File: src/rtl/mbx_pkg.sv
package mbx_pkg;
  localparam int unsigned LANES    = 3;
  localparam int unsigned CHAR_W   = 8;
  localparam int unsigned CNT_W    = 3;
  localparam int unsigned CTL_TR   = 0;
  localparam int unsigned CTL_RA   = 1;
  localparam int unsigned CTL_IR   = 2;
  localparam int unsigned CTL_CNT  = 4;
  typedef logic [CHAR_W-1:0] char_t;
  typedef logic [LANES-1:0][CHAR_W-1:0] lanes_t;
  typedef enum logic [1:0] {INIT_IDLE, INIT_LOAD, INIT_ACK} init_state_e;
endpackage

File: src/rtl/mbx_fifo.sv
module mbx_fifo
  import mbx_pkg::*;
#(
  parameter int unsigned DEPTH = 16,
  localparam int unsigned AW = $clog2(DEPTH),
  localparam int unsigned CW = AW + 1,
  localparam int unsigned NW = $clog2(LANES + 1)
) (
  input  logic          clk_i,
  input  logic          rst_ni,
  input  logic          flush_i,
  input  logic [NW-1:0] wr_num_i,
  input  lanes_t        wr_data_i,
  input  logic [NW-1:0] rd_num_i,
  output lanes_t        rd_data_o,
  output logic [CW-1:0] count_o
);
  char_t [DEPTH-1:0] mem_q;
  logic [AW-1:0] wr_ptr_q, rd_ptr_q;
  logic [CW-1:0] cnt_q;

  always_ff @(posedge clk_i) begin
    if (!flush_i) begin
      for (int k = 0; k < int'(LANES); k++) begin
        if (k < int'(wr_num_i)) mem_q[wr_ptr_q + AW'(k)] <= wr_data_i[k];
      end
    end
  end

  always_ff @(posedge clk_i or negedge rst_ni) begin
    if (!rst_ni) begin
      wr_ptr_q <= '0;
      rd_ptr_q <= '0;
      cnt_q    <= '0;
    end else if (flush_i) begin
      wr_ptr_q <= '0;
      rd_ptr_q <= '0;
      cnt_q    <= '0;
    end else begin
      wr_ptr_q <= wr_ptr_q + AW'(wr_num_i);
      rd_ptr_q <= rd_ptr_q + AW'(rd_num_i);
      cnt_q    <= cnt_q + CW'(wr_num_i) - CW'(rd_num_i);
    end
  end

  for (genvar g = 0; g < int'(LANES); g++) begin : g_peek
    assign rd_data_o[g] = mem_q[rd_ptr_q + AW'(g)];
  end

  assign count_o = cnt_q;

  assert_no_overflow_R9: assert property (@(posedge clk_i) disable iff (!rst_ni)
    !flush_i |-> (int'(cnt_q) + int'(wr_num_i) <= int'(DEPTH)));
  assert_no_underflow_R6: assert property (@(posedge clk_i) disable iff (!rst_ni)
    !flush_i |-> (int'(rd_num_i) <= int'(cnt_q)));
endmodule

File: src/rtl/mbx_tx_port.sv
module mbx_tx_port
  import mbx_pkg::*;
#(
  parameter int unsigned DEPTH = 16,
  localparam int unsigned CW = $clog2(DEPTH) + 1,
  localparam int unsigned NW = $clog2(LANES + 1)
) (
  input  logic             clk_i,
  input  logic             rst_ni,
  input  logic             busy_i,
  input  logic             tr_i,
  input  logic [CNT_W-1:0] cnt_req_i,
  input  lanes_t           data_i,
  input  logic             tx_ready_i,
  output logic             ta_o,
  output char_t            tx_data_o,
  output logic             tx_valid_o
);
  logic ta_q;
  logic [NW-1:0] num, wr_num, rd_num;
  logic [CW-1:0] count;
  lanes_t peek;
  logic room, take;

  // clamp requested count to the lane count
  assign num    = (int'(cnt_req_i) > int'(LANES)) ? NW'(LANES) : NW'(cnt_req_i);
  assign room   = (int'(DEPTH) - int'(count)) >= int'(num);
  assign take   = !busy_i && (tr_i != ta_q) && room;
  assign wr_num = take ? num : '0;
  assign tx_valid_o = (count != '0) && !busy_i;
  assign rd_num = (tx_valid_o && tx_ready_i) ? NW'(1) : '0;
  assign tx_data_o  = peek[0];

  mbx_fifo #(.DEPTH(DEPTH)) u_fifo (
    .clk_i    (clk_i),
    .rst_ni   (rst_ni),
    .flush_i  (busy_i),
    .wr_num_i (wr_num),
    .wr_data_i(data_i),
    .rd_num_i (rd_num),
    .rd_data_o(peek),
    .count_o  (count)
  );

  always_ff @(posedge clk_i or negedge rst_ni) begin
    if (!rst_ni)        ta_q <= 1'b0;
    else if (busy_i)    ta_q <= tr_i;
    else if (take)      ta_q <= tr_i;
  end

  assign ta_o = ta_q;

  assert_ack_withheld_R5: assert property (@(posedge clk_i) disable iff (!rst_ni)
    (!busy_i && (tr_i != ta_q) && !room) |=> $stable(ta_q));
endmodule

File: src/rtl/mbx_rx_port.sv
module mbx_rx_port
  import mbx_pkg::*;
#(
  parameter int unsigned DEPTH = 16,
  localparam int unsigned CW = $clog2(DEPTH) + 1,
  localparam int unsigned NW = $clog2(LANES + 1)
) (
  input  logic             clk_i,
  input  logic             rst_ni,
  input  logic             busy_i,
  input  logic             ra_i,
  input  char_t            rx_data_i,
  input  logic             rx_valid_i,
  output logic             rx_ready_o,
  output logic             rr_o,
  output logic             full_o,
  output logic [CNT_W-1:0] in_cnt_o,
  output lanes_t           in_data_o
);
  logic rr_q;
  logic [CNT_W-1:0] in_cnt_q;
  lanes_t in_data_q, peek, wr_data;
  logic [NW-1:0] num, wr_num, rd_num;
  logic [CW-1:0] count;
  logic present;

  assign full_o     = (int'(count) == int'(DEPTH));
  assign rx_ready_o = !busy_i;
  assign wr_num     = (rx_valid_i && !busy_i && !full_o) ? NW'(1) : '0;
  assign num        = (int'(count) > int'(LANES)) ? NW'(LANES) : NW'(count);
  assign present    = !busy_i && (rr_q == ra_i) && (count != '0);
  assign rd_num     = present ? num : '0;

  always_comb begin
    wr_data    = '0;
    wr_data[0] = rx_data_i;
  end

  mbx_fifo #(.DEPTH(DEPTH)) u_fifo (
    .clk_i    (clk_i),
    .rst_ni   (rst_ni),
    .flush_i  (busy_i),
    .wr_num_i (wr_num),
    .wr_data_i(wr_data),
    .rd_num_i (rd_num),
    .rd_data_o(peek),
    .count_o  (count)
  );

  always_ff @(posedge clk_i or negedge rst_ni) begin
    if (!rst_ni) begin
      rr_q      <= 1'b0;
      in_cnt_q  <= '0;
      in_data_q <= '0;
    end else if (busy_i) begin
      rr_q      <= ra_i;
      in_cnt_q  <= '0;
      in_data_q <= '0;
    end else if (present) begin
      rr_q     <= ~rr_q;
      in_cnt_q <= CNT_W'(num);
      for (int k = 0; k < int'(LANES); k++)
        in_data_q[k] <= (k < int'(num)) ? peek[k] : '0;
    end
  end

  assign rr_o      = rr_q;
  assign in_cnt_o  = in_cnt_q;
  assign in_data_o = in_data_q;

  assert_batch_held_R8: assert property (@(posedge clk_i) disable iff (!rst_ni)
    (!busy_i && (rr_q != ra_i)) |=> ($stable(in_data_q) && $stable(in_cnt_q)));
endmodule

File: src/rtl/mbx_init_ctl.sv
module mbx_init_ctl
  import mbx_pkg::*;
(
  input  logic clk_i,
  input  logic rst_ni,
  input  logic ir_i,
  input  logic cfg_done_i,
  output logic busy_o,
  output logic ia_o,
  output logic cfg_start_o
);
  init_state_e state_q, state_d;

  always_comb begin
    state_d = state_q;
    unique case (state_q)
      INIT_IDLE: if (ir_i)       state_d = INIT_LOAD;
      INIT_LOAD: if (cfg_done_i) state_d = INIT_ACK;
      INIT_ACK:  if (!ir_i)      state_d = INIT_IDLE;
      default:                   state_d = INIT_IDLE;
    endcase
  end

  always_ff @(posedge clk_i or negedge rst_ni) begin
    if (!rst_ni) state_q <= INIT_IDLE;
    else         state_q <= state_d;
  end

  // request blocks transfers in the very cycle it appears
  assign busy_o      = ir_i || (state_q != INIT_IDLE);
  assign ia_o        = (state_q == INIT_ACK);
  assign cfg_start_o = (state_q == INIT_IDLE) && ir_i;

  assert_start_single_R11: assert property (@(posedge clk_i) disable iff (!rst_ni)
    cfg_start_o |=> !cfg_start_o);
  assert_ack_release_R12: assert property (@(posedge clk_i) disable iff (!rst_ni)
    (ia_o && !ir_i) |=> !ia_o);
endmodule

File: src/rtl/toggle_mailbox.sv
module toggle_mailbox
  import mbx_pkg::*;
#(
  parameter int unsigned FIFO_DEPTH = 16
) (
  input  logic        clk_i,
  input  logic        rst_ni,
  input  logic [7:0]  ctrl_i,
  input  logic [23:0] out_data_i,
  output logic [7:0]  status_o,
  output logic [23:0] in_data_o,
  output logic [7:0]  tx_data_o,
  output logic        tx_valid_o,
  input  logic        tx_ready_i,
  input  logic [7:0]  rx_data_i,
  input  logic        rx_valid_i,
  output logic        rx_ready_o,
  output logic        cfg_start_o,
  input  logic        cfg_done_i
);
  logic busy, ia, ta, rr, full;
  logic [CNT_W-1:0] in_cnt;
  lanes_t out_lanes, in_lanes;

  assign out_lanes = out_data_i;

  mbx_init_ctl u_init (
    .clk_i      (clk_i),
    .rst_ni     (rst_ni),
    .ir_i       (ctrl_i[CTL_IR]),
    .cfg_done_i (cfg_done_i),
    .busy_o     (busy),
    .ia_o       (ia),
    .cfg_start_o(cfg_start_o)
  );

  mbx_tx_port #(.DEPTH(FIFO_DEPTH)) u_tx (
    .clk_i     (clk_i),
    .rst_ni    (rst_ni),
    .busy_i    (busy),
    .tr_i      (ctrl_i[CTL_TR]),
    .cnt_req_i (ctrl_i[CTL_CNT +: CNT_W]),
    .data_i    (out_lanes),
    .tx_ready_i(tx_ready_i),
    .ta_o      (ta),
    .tx_data_o (tx_data_o),
    .tx_valid_o(tx_valid_o)
  );

  mbx_rx_port #(.DEPTH(FIFO_DEPTH)) u_rx (
    .clk_i     (clk_i),
    .rst_ni    (rst_ni),
    .busy_i    (busy),
    .ra_i      (ctrl_i[CTL_RA]),
    .rx_data_i (rx_data_i),
    .rx_valid_i(rx_valid_i),
    .rx_ready_o(rx_ready_o),
    .rr_o      (rr),
    .full_o    (full),
    .in_cnt_o  (in_cnt),
    .in_data_o (in_lanes)
  );

  assign status_o  = {1'b0, in_cnt, full, ia, rr, ta};
  assign in_data_o = in_lanes;

  assert_init_blocks_R11: assert property (@(posedge clk_i) disable iff (!rst_ni)
    ctrl_i[CTL_IR] |-> (!tx_valid_o && !rx_ready_o));
endmodule

File: config.mk
export PLATFORM = sky130hd
export DESIGN_NAME = toggle_mailbox
export DESIGN_NICKNAME = d
export VERILOG_FILES = /design/src/rtl/mbx_pkg.sv /design/src/rtl/mbx_fifo.sv /design/src/rtl/mbx_tx_port.sv /design/src/rtl/mbx_rx_port.sv /design/src/rtl/mbx_init_ctl.sv /design/src/rtl/toggle_mailbox.sv
export SDC_FILE = /design/constraint.sdc
export NUM_CORES = 1
export LEC_CHECK = 0
export BUFFER_PORTS_ARGS = -buffer_cell sky130_fd_sc_hd__buf_2
export CAP_MARGIN = 20
export CORE_AREA = 8 8 261 263
export CTS_BUF_LIST = sky130_fd_sc_hd__clkbuf_8
export CTS_CLUSTER_SIZE = 24
export DETAILED_ROUTE_END_ITERATION = 6
export DIE_AREA = 0 0 269 271
export GPL_ROUTABILITY_DRIVEN = 0
export GPL_TIMING_DRIVEN = 0
export SYNTH_ARGS = -nofsm -noshare
export SYNTH_HDL_FRONTEND = slang
export SYNTH_SLANG_ARGS = --single-unit
File: constraint.sdc
create_clock -name clk_i -period 7.1 [get_ports clk_i]
set_input_delay 1.42 -clock clk_i [delete_from_list [all_inputs] [get_ports clk_i]]
set_output_delay 1.42 -clock clk_i [all_outputs]
set_load 0.02 [all_outputs]
Word level (Yosys, flattened, before mapping)
Cells that the tools add are included.
{"block": "word_totals", "register_bits": 313, "in_bits": 45, "out_inout_bits": 43, "elab_cells": 187}
{"block": "classes", "n_addsub": 15, "n_lt_le_gt_ge": 28, "eq_ne": 8, "mux": 61, "n_bitwise": 5, "n_reduce_logical": 25}
{"cell": "2-to-1 mux 128 bit", "n": 10}
{"cell": "bitwise mux 128 bit", "n": 4}
{"cell": "bitwise AND 128 bit", "n": 2}
{"cell": "inverter 128 bit", "n": 2}
{"cell": "demux 8 bit (select 4 bit)", "n": 6}
{"cell": "binary-select mux 8 bit (select 4 bit)", "n": 4}
{"cell": "2-to-1 mux 8 bit", "n": 13}
{"cell": "less-than comparator 4 x 5 -> 1 bit (second input constant)", "n": 10}
{"cell": "2-to-1 mux 24 bit", "n": 2}
{"cell": ">= comparator 32 x 3 -> 1 bit", "n": 1}
{"cell": ">= comparator 4 x 1 -> 1 bit (second input constant)", "n": 6}
{"cell": "adder 4 x 2 -> 4 bit", "n": 4}
{"cell": "2-to-1 mux 4 bit", "n": 4}
{"cell": "logical AND 1 bit", "n": 15}
{"cell": "2-to-1 mux 2 bit", "n": 7}
{"cell": "adder 4 x 1 -> 4 bit (second input constant)", "n": 3}
{"cell": "adder 4 x 2 -> 4 bit (second input constant)", "n": 3}
{"cell": "less-than comparator 1 x 2 -> 1 bit (first input constant)", "n": 6}
{"cell": "adder 5 x 2 -> 5 bit", "n": 2}
{"cell": "2-to-1 mux 5 bit", "n": 2}
{"cell": "nonzero test 5 bit", "n": 2}
{"cell": "subtractor 5 x 2 -> 5 bit", "n": 2}
{"cell": "less-than comparator 2 bit (first input constant)", "n": 3}
{"cell": "2-to-1 mux 1 bit", "n": 6}
{"cell": "17 further kinds", "n": 23}

Logic depth before layout (Yosys ltp)
Gate-level depths: netlist of the first run.
{"block": "depth", "ltp_word": 14, "depth_mapped": 19}

Cells and area by module
From an unflattened synthesis of the first run, not the netlist that was laid out.
{"block": "hier_totals", "cells_unflattened": 2336, "area_unflattened_um2": 25333.0}
{"module": "mbx_fifo at u_tx.u_fifo", "n_inst": 1, "cells_per_inst": 1084, "area_each_um2": 11840.1}
{"module": "mbx_fifo at u_rx.u_fifo", "n_inst": 1, "cells_per_inst": 1093, "area_each_um2": 11806.3}
{"module": "mbx_rx_port", "n_inst": 1, "cells_per_inst": 109, "area_each_um2": 1276.2}
{"module": "mbx_tx_port", "n_inst": 1, "cells_per_inst": 35, "area_each_um2": 270.3}
{"module": "mbx_init_ctl", "n_inst": 1, "cells_per_inst": 9, "area_each_um2": 98.8}
{"module": "toggle_mailbox", "n_inst": 1, "cells_per_inst": 6, "area_each_um2": 41.3}

Worst setup path after synthesis of the first run
No wires, ideal clock.
{"block": "synth_path", "kind": "input-to-output", "from": "input port ctrl_i[2]", "to": "output port rx_ready_o", "arrival_time_ns": 5.902, "setup_slack_ns": -0.222, "stages": 4, "n_path_buf": 2, "path_cell_list": "or3_1 -> clkbuf_1 -> inv_1 -> clkbuf_1"}
{"block": "synth_between", "elab_chain_len": 2}
{"element": "from (decl)", "line_no": "toggle_mailbox.sv:8", "rtl": "input logic [7:0] ctrl_i,"}
{"element": "logical OR 1 bit", "line_no": "mbx_init_ctl.sv:30", "rtl": "assign busy_o = ir_i || (state_q != INIT_IDLE);"}
{"element": "logical NOT 1 bit", "line_no": "mbx_rx_port.sv:28", "rtl": "assign rx_ready_o = !busy_i;"}
{"element": "to (decl)", "line_no": "toggle_mailbox.sv:17", "rtl": "output logic rx_ready_o,"}
Every way passes these cells.

Final worst setup path of the first run
{"block": "layout_path", "from": "input port ctrl_i[2]", "to": "register u_rx.u_fifo.cnt_q[4], in the netlist u_rx.u_fifo.count_o[4]"}
{"block": "layout_between", "elab_chain_len": 8}
{"element": "logical OR 1 bit *", "line_no": "mbx_init_ctl.sv:30"}
{"element": "logical NOT 1 bit", "line_no": "mbx_rx_port.sv:29, mbx_rx_port.sv:31"}
{"element": "logical AND 1 bit (2 in series)", "line_no": "mbx_rx_port.sv:29", "rtl": "assign wr_num = (rx_valid_i && !busy_i && !full_o) ? NW'(1) : '0;"}
{"element": "2-to-1 mux 1 bit", "line_no": "mbx_rx_port.sv:29"}
{"element": "adder 5 x 2 -> 5 bit", "line_no": "mbx_fifo.sv:42", "rtl": "cnt_q <= cnt_q + CW'(wr_num_i) - CW'(rd_num_i);"}
{"element": "subtractor 5 x 2 -> 5 bit", "line_no": "mbx_fifo.sv:42"}
{"element": "2-to-1 mux 5 bit *", "line_no": "mbx_fifo.sv:35", "rtl": "end else if (flush_i) begin"}
{"element": "to (signal assigned)", "line_no": "mbx_fifo.sv:42"}
{"element": "to (decl)", "line_no": "mbx_fifo.sv:20", "rtl": "logic [CW-1:0] cnt_q;"}
Every way passes the cells marked *; elsewhere a longest branch is shown, timed or not.
A chain may end at the register's enable or synchronous reset.

==> key figures, run 1 <==
Clock tree
  – Clock Latency Late Sink: ~0.66 ns
  – Root buf cell: clkbuf_8
  – CTS tree: yes
  – Clk sinks: roughly 310
  – Post-CTS Setup Bufs: 0
  – CTS buffer count: between 50 and 60
  – Cts hold-fix bufs: 0
  – Post_cts resized: 0
  – Clock buffer depth: 3
  – Htree depth: 2
  – Reg clk slew, reported paths: around 0.06 ns

Timing
  – Pins Over Slew Limit: 0
  – Tcrit/Tclk final: 0.724
  – Slew @ Worst Pin: 1.18 ns
  – Worst Clk Skew: 0.0233 ns
  – Final Worst Setup Slack: ~2.0 ns
  – Max-slew headroom at the worst pin: 0.211
  – Setup violators final: 0
  – Max Clock Freq: a little under 0.2 GHz
  – Fin. Hold Viols: 0
  – Final Critical Period: ~5.1 ns
  – RSZ-0062 raised after global routing: no
  – Fin Setup TNS: 0 ns

Layout
  – Final Net Count: ~1700
  – Share of layout cells above drive strength 1: 0.242
  – Final Util: 0.338
  – Final Non-Filler Cells: roughly 2500
  – Layout area overhead: 14.0%

Floorplan
  – Core ar.: roughly 64000 um2
  – Total I/O pin count: between 80 and 90
  – Die height: approximately 270 um
  – Initial Util: 0.296
  – Die area: between 70000 and 80000 um2
  – Rows: 93
  – Die Span X: between 200 and 300 um

Synth
  – Ys Warns: 0
  – Compound-Gate Fraction of Synth Area: 0.125
  – Post-Syn Area: around 19000 um2
  – Synth async-reset ratio: 0.179
  – Post-synthesis mux area share: 0.229
  – Area share of the largest cell type after synthesis: 0.406
  – Flops & latches, synth: about 310
  – Largest family of logic cells by synthesized area: multiplexers
  – Adder-cell share of the synthesized area: 0.0247
  – Syn_area_per_cell: between 10 and 15 um2
  – Top FF cell, synth: edfxtp_1
  – Most frequent cell after synthesis: edfxtp_1
  – Most frequent cells after synthesis: edfxtp_1 (256), mux4_2 (152), nor2_1 (133)
  – Synth top area cells: edfxtp_1 (41%), mux4_2 (18%), dfrtp_1 (7.4%), o22ai_1 (3.0%), mux2i_1 (2.8%)
  – Post-synth EDFFs: ~260
  – Simple-gate area share of the yosys netlist: 0.0904
  – Count of different cell masters after synthesis: 64
  – Register area share after synthesis: 0.480
  – Post-Syn Instances: roughly 1500
  – XOR/XNOR share of the synthesized area: 0.0130
  – Yosys top cell by area: edfxtp_1

Worst setup path
  – Crit path max fanout: 11
  – Largest stage delay on the critical path: about 0.61 ns
  – Buf/Inv on CP: 6
  – Crit-path slowest cell: clkbuf_1
  – CP Cell Sequence: buf_2, or3_1, clkbuf_1, inv_1, and3_1, clkbuf_1, o21a_1, clkbuf_1, inv_1, ha_1, fa_1, a21oi_1, nor2_1, or3_1, a21oi_1
  – Crit path launch type: primary input
  – Delay-heaviest family, CP: buffers and inverters
  – Critical Path RT: ~7.7 ns
  – Crit path kind: in2reg
  – Worst Setup End Kind: register
  – Crit path arrival time: ~5.7 ns
  – Most frequent CP cell: clkbuf_1

Global route
  – Vias in the first global route: around 15000
  – Largest net degree at the start of global routing: 109
  – GR Overflow Total: 0
  – First-pass GRT wire length: about 97000 um
  – Aggregate global-route resource usage: 0.174
  – Global routing usage on met2: 0.282
  – Met3 Usage GRT: 0.0516
  – Initial antenna violation count: 1
  – Met1 GRT Util: 0.220
  – GR peak layer: met2

Power
  – Static leakage: ~7.4 nW
  – P_int: roughly 0.0036 W
  – Seq pwr share: 0.447
  – Net Sw Frac: 0.328
  – Pwr Density: between 200 and 300 nW/um2
  – Clk pwr share: 0.304
  – Total Power: between 0.005 and 0.006 W
  – Worst vdd ir: around 0.00015 V
  – Combinational share of power: 0.248
  – P_sw: between 0.0015 and 0.002 W

Place
  – DP Worst Slack: roughly 1.3 ns
  – Placed insts: 2413
  – Port Buf Inserts: 68
  – Post-DP HPWL: roughly 47000 um

Drt
  – DR iter-0 viols: between 2000 and 2500
  – Vias: ~15000
  – First-pass detailed-route iteration total: 6
  – Final ANT Viol Nets: 0
  – DRC Markers: 0
  – Wire length per cell: between 20 and 30 um
  – Vias per inst: between 5 and 6
  – Final wirelength: ~65000 um

Outcome
  – Outcome: finished clean

Job
  – Maxcap violations: 0

Hold path
  – Tightest Hold Check Type: reg2reg
[layer usage]
| metal | wire length (um) | vias up |
|---|---|---|
| met3 | 7560 | 171 |
| met2 | 31000 | 985 |
| met1 | 24300 | 7347 |
| met4 | 2060 | 0 |
| met5 | 0 | - |
| li1 | - | 6228 |
[cell type report]
type	instances	area, um2
Antenna cell	2	5.00
Buffer	126	523
Clock buffer	61	840
Clock inverter	44	234
Fill cell	6284	42300
Inverter	51	191
Multi-Input combinational cell	994	9160
Sequential cell	312	9090
Tap cell	855	1070
Timing Repair Buffer	78	458
[power by group through the flow]
stage / registers (W) / clock network, W / logic, W
after detailed placement: 0.00246 / 0 / 0.00134
final: 0.00243 / 0.00165 / 0.00135
after CTS: 0.00242 / 0.00169 / 0.00134
after global routing: 0.00245 / 0.00177 / 0.00147
after floorplan: 0.00242 / 0 / 0.000947
after global placement: 0.00247 / 0 / 0.00129
[cells by family (layout without fill, tap and decap cells)]
family / Yosys count / count (layout)
xor+xnor: 28 / 28
flops: 312 / 312
compound gates: 326 / 326
other cells: 1 / 4
buf+inv: 177 / 360
fa+ha+maj: 35 / 35
simple gates: 365 / 365
mux: 238 / 238
[stage by stage]
step / cell area [um2] / hold slack [ns]
after detailed placement: 20500 / 0.461
after global placement: 20300 / 0.462
after floorplan: 18900 / 0.466
final: 21600 / 0.471
after CTS: 21500 / 0.474
after global routing: 21600 / 0.490
[final timing paths]
kind / to / slack, ns / cells past startpoint / start
setup / recovery: u_rx.u_fifo.count_o[4] / 1.96 / 15 / ctrl_i[2]
hold / removal: u_rx.in_cnt_o[0] / 0.47 / 1 / u_rx.in_cnt_o[0]
setup reg to reg: u_rx.u_fifo.count_o[4] / 2.44 / 14 / u_init.state_q[1]
hold reg to reg: u_rx.in_cnt_o[0] / 0.47 / 1 / u_rx.in_cnt_o[0]
max in group asynchronous: u_rx.in_data_o[14] / 5.65 / 1 / rst_ni
min in group asynchronous: u_rx.in_data_o[0] / 0.86 / 1 / rst_ni
[cells in the final DEF (no fill, tap or decap), types with 31 or more instances in the layout]
cell	n
nor2_1	133
nand2_1	73
buf_2	76
dfrtp_1	56
mux4_2	152
o22ai_1	92
mux2i_1	53
ha_1	31
mux2_2	33
edfxtp_1	256
inv_1	63
buf_1	37
nand3_1	47
clkbuf_8	62
a21oi_1	62
clkbuf_1	73
Note: power is estimated with default switching activity, not from simulation.
==> run 2: changes to the inputs <==
==> constraint.sdc (replaced) <==
create_clock -name clk_i -period 4.9 [get_ports clk_i]
set_input_delay 0.98 -clock clk_i [delete_from_list [all_inputs] [get_ports clk_i]]
set_output_delay 0.98 -clock clk_i [all_outputs]
set_load 0.02 [all_outputs]
==> key figures, run 2 (same netlist as run 1, synthesis figures left out) <==
Worst setup path
  – Crit path max fanout: 10
  – Critical Path RT: between 3 and 4 ns
  – Crit path kind: reg2out
  – Worst Setup End Kind: output pin
  – Crit path arrival time: between 3 and 4 ns
  – Crit path launch type: register

Global route
  – First-pass GRT wire length: 96700 um
  – Aggregate global-route resource usage: 0.174
  – GR Overflow Total: 0
  – Largest net degree at the start of global routing: roughly 110
  – Initial antenna violation count: 1
  – Vias in the first global route: between 10000 and 15000

Drt
  – DR iter-0 viols: 2179
  – Metal-1 WL: 24200 um
  – Wire length per cell: 25.7 um
  – DRC Markers: 0
  – First-pass detailed-route iteration total: 7
  – Vias: about 15000
  – Highest routed layer: met4
  – Final wirelength: about 65000 um
  – Vias per inst: 5.85
  – Routed wl met2: just over 30000 um
  – DR WL met3: 7630 um
  – Final ANT Viol Nets: 0

Layout
  – Most frequent cells in the layout: edfxtp_1 (256), mux4_2 (152), nor2_1 (133), o22ai_1 (92), buf_2 (76)
  – Final Net Count: 1699
  – Share of layout cells above drive strength 1: 0.242
  – Fill cells: approximately 6300
  – Layout area overhead: 14.0%
  – Commonest non-fill, non-tap cell in the layout: edfxtp_1

Power
  – Total Power: approximately 0.0079 W
  – Worst vdd ir: roughly 0.00022 V
  – Pwr Density: between 300 and 400 nW/um2
  – Static leakage: 7.41 nW

Timing
  – Slew @ Worst Pin: between 1 and 1.5 ns
  – Final Worst Setup Slack: roughly 0.29 ns
  – Final Critical Period: between 4 and 5 ns
  – Max Clock Freq: 0.217 GHz
  – Tcrit/Tclk final: 0.942
  – Pins Over Slew Limit: 0
  – Setup violators final: 0
  – RSZ-0062 raised after global routing: no
  – Max-slew headroom at the worst pin: 0.209
  – Fin. Hold Viols: 0
  – Worst Clk Skew: 0.0223 ns

Floorplan
  – Initial Util: 0.296
  – Rows: 93
  – Die Span X: 269 um
  – Die height: 271 um
  – Core ar.: approximately 64000 um2
  – Die area: around 73000 um2
  – Total I/O pin count: 88

Outcome
  – Outcome: finished clean

Clock tree
  – Root buf cell: clkbuf_8
  – Post-CTS Setup Bufs: 0
  – Clk sinks: around 310
  – Reg clk slew, reported paths: 0.06 ns
  – Post_cts resized: 0
  – Htree depth: 2
  – CTS tree: yes
  – Cts hold-fix bufs: 0
  – CTS buffer count: 56
  – Clock buffer depth: 3
  – Clock Latency Late Sink: 0.65 ns

Place
  – Post-DP HPWL: approximately 47000 um
  – DP Worst Slack: -0.485 ns
  – Port Buf Inserts: roughly 70

Hold path
  – Tightest Hold Check Type: in2async

Job
  – Maxcap violations: 0
run 2: cell types whose count changed in the layout (fill, tap and decap cells not counted):
cell / change
clkbuf_2: +1
clkbuf_1: -1
run 2: cell type report:
type / instances / area (um2) / area share
Multi-Input combinational cell: 994 / 9160 / 0.425
Sequential cell: 312 / 9090 / 0.421
Tap cell: 855 / 1070 / 0.0496
Clock buffer: 61 / 840 / 0.0389
Buffer: 126 / 524 / 0.0243
Timing Repair Buffer: 78 / 458 / 0.0212
Clock inverter: 44 / 234 / 0.0108
Inverter: 51 / 191 / 0.00888
Antenna cell: 2 / 5.00 / 0.000232
run 2: power by group:
group | internal, W | switching (W)
Combinational | 0.000740 | 0.00121
Clock | 0.00121 | 0.00119
Sequential | 0.00334 | 0.000179
Total | 0.00528 | 0.00258
run 2: path summary, 6_finish.rpt:
path                       cells after the start                    start  slack [ns]               endpoint
max in group asynchronous                      1                   rst_ni        3.90     u_rx.in_data_o[14]
hold reg to reg                                1         u_rx.in_cnt_o[0]        0.47       u_rx.in_cnt_o[0]
min in group clk_i                             1         u_rx.in_cnt_o[0]        0.47       u_rx.in_cnt_o[0]
hold / removal                                 1                   rst_ni        0.43      u_rx.in_data_o[3]
setup / recovery                               5  u_tx.u_fifo.rd_ptr_q[0]        0.29           tx_data_o[4]
setup reg to reg                              12   u_tx.u_fifo.count_o[2]        0.54  u_tx.u_fifo.mem_q[89]
run 2: metrics by stage:
step	cell area, um2	util	cells	setup TNS [ns]	hold WS, ns
CTS	21500	0.337	2518	0	0.416
global placement	20300	0.318	2406	-59.14	0.462
global route	21600	0.338	2522	0	0.446
floorplan	18900	-	1483	0	0.466
finish	21600	0.338	2523	0	0.430
detailed placement	20500	0.320	2413	-1.30	0.461
run 2: worst max-delay path: stages, from the launching register on:
cell	delay (ns)
dfrtp_1	0.35
clkbuf_1	0.43
buf_1	0.84
mux4_2	0.66
mux4_2	0.51
buf_2	0.19
run 2: layer usage:
metal | track usage | up-vias
met5 | 0 | -
met4 | 0.0557 | 0
met3 | 0.0516 | 170
met2 | 0.282 | 999
met1 | 0.220 | 7363
li1 | - | 6229
